==> config.mk <==
export PLATFORM = sky130hd
export DESIGN_NAME = ie_local_stage
export DESIGN_NICKNAME = d
export VERILOG_FILES = /design/src/rtl/ie_pkg.sv /design/src/rtl/ie_eject_sel.sv /design/src/rtl/ie_inject_fill.sv /design/src/rtl/ie_local_stage.sv
export SDC_FILE = /design/constraint.sdc
export NUM_CORES = 1
export LEC_CHECK = 0
export ABC_AREA = 1
export BUFFER_PORTS_ARGS = -buffer_cell sky130_fd_sc_hd__buf_2
export CAP_MARGIN = 5
export CORE_AREA = 10 10 200 202
export DETAILED_ROUTE_END_ITERATION = 8
export DIE_AREA = 0 0 210 212
export PLACE_DENSITY = 0.62
export SETUP_SLACK_MARGIN = 0.05
export SLEW_MARGIN = 10
export SYNTH_ARGS = -nofsm -noshare
export SYNTH_HDL_FRONTEND = slang
export SYNTH_SLANG_ARGS = --single-unit
==> constraint.sdc <==
create_clock -name clk -period 3.2 [get_ports clk]
set_input_delay 0.64 -clock clk [delete_from_list [all_inputs] [get_ports clk]]
set_output_delay 0.64 -clock clk [all_outputs]
set_load 0.01 [all_outputs]
==> src/rtl/ie_pkg.sv <==
package ie_pkg;
    localparam int PORTS = 4;
    localparam int XW    = 3;
    localparam int YW    = 3;
    localparam int NW    = 6;
    localparam int RQW   = 4;
    localparam int SQW   = 3;
    localparam int DW    = 32;
    localparam int IW    = $clog2(PORTS);

    typedef struct packed {
        logic           vld;
        logic [XW-1:0]  dx;
        logic [YW-1:0]  dy;
        logic [NW-1:0]  src;
        logic [RQW-1:0] req;
        logic [SQW-1:0] seq;
        logic [DW-1:0]  data;
    } flit_t;

    localparam int FW = $bits(flit_t);
endpackage

==> src/rtl/ie_eject_sel.sv <==
module ie_eject_sel
    import ie_pkg::*;
(
    input  flit_t          slots [PORTS],
    input  logic [XW-1:0]  my_x,
    input  logic [YW-1:0]  my_y,
    input  logic [NW-1:0]  gold_src,
    input  logic [RQW-1:0] gold_req,
    output logic           sel_vld,
    output logic [IW-1:0]  sel_idx
);
    logic [PORTS-1:0] is_local;
    logic [PORTS-1:0] is_gold;

    for (genvar g = 0; g < PORTS; g++) begin : g_flag
        assign is_local[g] = slots[g].vld && (slots[g].dx == my_x) && (slots[g].dy == my_y);
        assign is_gold[g]  = is_local[g] && (slots[g].src == gold_src) && (slots[g].req == gold_req);
    end

    always_comb begin
        logic [PORTS-1:0] pool;
        pool    = (|is_gold) ? is_gold : is_local;
        sel_vld = |pool;
        sel_idx = '0;
        for (int i = PORTS - 1; i >= 0; i--) begin
            if (pool[i]) sel_idx = IW'(i);
        end
    end
endmodule

==> src/rtl/ie_inject_fill.sv <==
module ie_inject_fill
    import ie_pkg::*;
(
    input  logic [PORTS-1:0] occupied,
    input  logic             inj_avail,
    output logic             fill_vld,
    output logic [IW-1:0]    fill_idx
);
    always_comb begin
        fill_vld = inj_avail && !(&occupied);
        fill_idx = '0;
        for (int i = PORTS - 1; i >= 0; i--) begin
            if (!occupied[i]) fill_idx = IW'(i);
        end
    end
endmodule

==> src/rtl/ie_local_stage.sv <==
module ie_local_stage
    import ie_pkg::*;
(
    input  logic                clk,
    input  logic                rst_n,
    input  logic [XW-1:0]       my_x,
    input  logic [YW-1:0]       my_y,
    input  logic [NW-1:0]       gold_src,
    input  logic [RQW-1:0]      gold_req,
    input  logic [PORTS*FW-1:0] link_in,
    input  logic                inj_avail,
    input  logic [FW-1:0]       inj_flit,
    output logic                inj_pop,
    output logic [PORTS*FW-1:0] route_out,
    output logic [FW-1:0]       eject_flit
);
    flit_t            in_slot  [PORTS];
    flit_t            nxt_slot [PORTS];
    flit_t            slot_q   [PORTS];
    flit_t            nxt_ej;
    flit_t            ej_q;
    flit_t            inj_f;
    logic             ej_vld;
    logic [IW-1:0]    ej_idx;
    logic [PORTS-1:0] occ_after;
    logic             fill_vld;
    logic [IW-1:0]    fill_idx;

    assign inj_f = flit_t'(inj_flit);

    for (genvar g = 0; g < PORTS; g++) begin : g_io
        assign in_slot[g]                 = link_in[g*FW +: FW];
        assign route_out[g*FW +: FW]      = slot_q[g];
        assign occ_after[g]               = in_slot[g].vld && !(ej_vld && (ej_idx == IW'(g)));
    end
    assign eject_flit = ej_q;

    ie_eject_sel u_ej (
        .slots    (in_slot),
        .my_x     (my_x),
        .my_y     (my_y),
        .gold_src (gold_src),
        .gold_req (gold_req),
        .sel_vld  (ej_vld),
        .sel_idx  (ej_idx)
    );

    ie_inject_fill u_inj (
        .occupied (occ_after),
        .inj_avail(inj_avail),
        .fill_vld (fill_vld),
        .fill_idx (fill_idx)
    );

    assign inj_pop = rst_n && fill_vld;

    always_comb begin
        nxt_ej = ej_vld ? in_slot[ej_idx] : '0;
        for (int i = 0; i < PORTS; i++) begin
            if (fill_vld && (fill_idx == IW'(i))) begin
                nxt_slot[i]     = inj_f;
                nxt_slot[i].vld = 1'b1;
            end else if (occ_after[i]) begin
                nxt_slot[i] = in_slot[i];
            end else begin
                nxt_slot[i] = '0;
            end
        end
    end

    always_ff @(posedge clk or negedge rst_n) begin
        if (!rst_n) begin
            ej_q <= '0;
            for (int i = 0; i < PORTS; i++) slot_q[i] <= '0;
        end else begin
            ej_q <= nxt_ej;
            for (int i = 0; i < PORTS; i++) slot_q[i] <= nxt_slot[i];
        end
    end
endmodule

==> impl_metrics.py <==
metrics = {
    "timing": {
        "relSlewSlack_pct": 43.3,
        "fin_crit_sh_pct": 96.1,
        "final.setup.worst_slack_ps": 124,
        "period_minus_slack_ps": 3080,
        "max_slew.worst_pin.slew_ps": 850,
        "finalSetupViolCount": 0,
        "fmax_mhz": 325,
        "hold_viol_final": 0,
        "maxSlewViolCount": 0,
    },
    "final_layout": {
        "fillers": 3562,
        "multiInputGateArea_sq_um": 5120,
        "area_growth_pct": 36.9,
        "fin_area_sq_um": 17700,
        "drive_gt1_share_pct": 32.2,
        "nets": 2494,
        "regArea_sq_um": 6510,
        "fin_util_pct": 49.0,
    },
    "synthesis": {
        "synth.ff_latch_count": 260,
        "ys_types": 29,
        "syn_avg_cell_area_sq_um": 7.62,
        "synth-seq-area-share_pct": 50.4,
        "synth_warnings": 0,
        "synth_area_sq_um": 12900,
        "synthesis.nets": 1972,
        "syn_inst": 1693,
    },
    "floorplan": {
        "io-pin-count": 540,
        "start_util_pct": 35.8,
        "core-area_sq_um": 36100,
        "rows": 70,
        "die_x_um": 210,
        "die_area_sq_um": 44500,
        "die_height_um": 212,
    },
    "worst_setup_path": {
        "cp-startpoint": "link_in[206]",
        "critPathSlowestCell": "nand3b_1",
        "critPathKind": "in2out",
        "cp_cell_sequence": "buf_2 -> inv_1 -> nand2_1 -> nand2_1 -> nor2_1 -> nand2_1 -> nor2_4 -> nand3b_1 -> nand2_2 -> nor2_4 -> nand2_1 -> nand2_2 -> nor2_4 -> nand2_2 -> nand3_2 -> nor2_1 -> nor2_1 -> buf_2",
        "crit_path_max_fanout": 5,
        "path_buf_inv": 3,
        "crit_family": "simple AND/OR/NAND/NOR gates",
        "crit_required_ps": 2560,
        "worst_path_most_repeated_cell": "nand2_1",
        "endpoint_kind": "output pin",
        "cpPeakStageDelay_ps": 170,
        "startpoint_type": "primary input",
        "arrival_ps": 2440,
    },
    "placed_design": {
        "place_hpwl_um": 46500,
        "portBuffers": 538,
        "dp_slack_ps": -56.6,
        "routabilityCongestion": 0.936,
        "place_area_sq_um": 16500,
    },
    "drt": {
        "firstDrtPassIters": 6,
        "wl_per_cell_um": 23.6,
        "drtIter0Drc": 1506,
        "routed_wl_um": 64000,
        "remaining_drc_errors": 0,
        "drtAntennaViolNets": 0,
        "vias": 14519,
        "drt-vias-per-instance": 5.35,
    },
    "global_route": {
        "gr-total-overflow": 0,
        "grt_first_pass_wirelength_um": 91800,
        "grt_pass1_vias": 14279,
        "track_usage_pct": 27.1,
        "grt_max_degree": 136,
        "antenna_found_initial": 13,
    },
    "power_and_ir_drop": {
        "powerDensity_nw_per_um2": 473,
        "ir_drop_uv": 394,
        "p_leak_nw": 10.3,
    },
    "clock_network": {
        "cts_tree": "yes",
        "cts.sinks": 260,
        "clock_tree.root_cell": "clkbuf_16",
        "numCtsBuffers": 29,
        "clk_path_buf_depth": 3,
        "ctsHtreeMaxLevel": 1,
        "clk_pin_slew_ps": 60,
    },
    "run_status": {
        "run_status": "finished, final reports clean",
    },
    "flow_run": {
        "cap_violations": 0,
    },
    "min_path": {
        "worstHoldStart": "link_in[117]",
        "hold_path_class": "in2reg",
    },
}
layout make-up:
type	instances	area share, %
antenna	9	0.127
clock buffer	41	4.82
clock inverter	10	0.432
inverter	265	5.66
multi-input combinational	1060	29.0
sequential	260	36.8
tap	468	3.31
timing repair buffer	599	19.8
repair_timing:
action,in CTS,in global routing
setup buffers,0,7
pin swaps,0,23
endpoints found under the setup margin,1,1
hold buffers,1,0
resized for setup,2,59
endpoints found under the hold margin,31,0
cells in the mapped netlist, drive strengths merged:
cell type,n,area share (%)
nor2,52,1.7
clkinv,1,0.029
buf,51,1.9
xnor2,4,0.27
clkbuf,57,1.7
inv,264,7.7
nand3,217,8.5
nand2,513,15
o22ai,102,4.9
nand3b,2,0.12
dfrtp,260,50
a21boi,1,0.058
or2,2,0.097
xor2,1,0.068
nand4,107,5.2
a21oi,53,2.1
nor2b,1,0.049
o21ai,5,0.19
power breakdown:
part	leakage (nW)	internal, W	total (W)	switching (W)
Combinational	6.53	0.000527	0.00151	0.000979
Sequential	3.35	0.00348	0.00355	0.0000659
Clock	0.443	0.00185	0.00330	0.00145
Total	10.3	0.00586	0.00836	0.00250
through the flow:
stage          std cells  hold WS, ps  total power (W)  TNS (ps)
2_1_floorplan       1693          344          0.00421         0
3_3_place_gp        2644          526          0.00507     -59.1
3_5_place_dp        2644          530          0.00508     -56.6
4_1_cts             2696          253          0.00839         0
5_1_grt             2711          264          0.00867     -2.09
6_report            2712          280          0.00836         0
cell usage in the layout (no fill, tap or decap), drive strengths merged, types with 2 or more instances in the layout:
cell type  Yosys  final
clkbuf        57     42
inv          264    267
nand3        217    217
nand2        513    513
nand4        107    107
or2            2      2
clkinvlp       0      5
dfrtp        260    260
a21oi         53     53
o22ai        102    102
diode          0      9
xnor2          4      4
buf           51    597
o21ai          5      5
clkinv         1      3
nand3b         2      2
nor2          52     52
cell families after synthesis:
kind of cell | synth area share (%)
AO/OA/AOI/OAI | 7.34
XOR/XNOR | 0.339
buffers and inverters | 11.3
flip-flops | 50.4
AND/OR/NAND/NOR | 30.7
worst paths after layout:
path / to / slack [ps] / depth (start not counted)
min in group asynchronous: route_out[43] / 530 / 2
setup / recovery: inj_pop / 120 / 18
max in group asynchronous: route_out[106] / 1550 / 3
hold / removal: route_out[117] / 280 / 3
state kept, by name, summed over array words and instances, names as in the netlist:
| register | cells |
|---|---|
| eject_flit | 52 |
| route_out | 208 |
tightest hold or removal path: stages:
cell	delay, ps
buf_2	90
nand2_1	40
nand2_1	50
metal layers:
layer | vias up | track usage [%] | wire length, um
met4 | 8 | 8.96 | 1940
met5 | - | 0 | 51
li1 | 6506 | - | -
met1 | 6849 | 34.6 | 24700
met3 | 137 | 6.76 | 7140
met2 | 1019 | 44.1 | 30100
No activity file was read; power rests on OpenSTA's default activity.
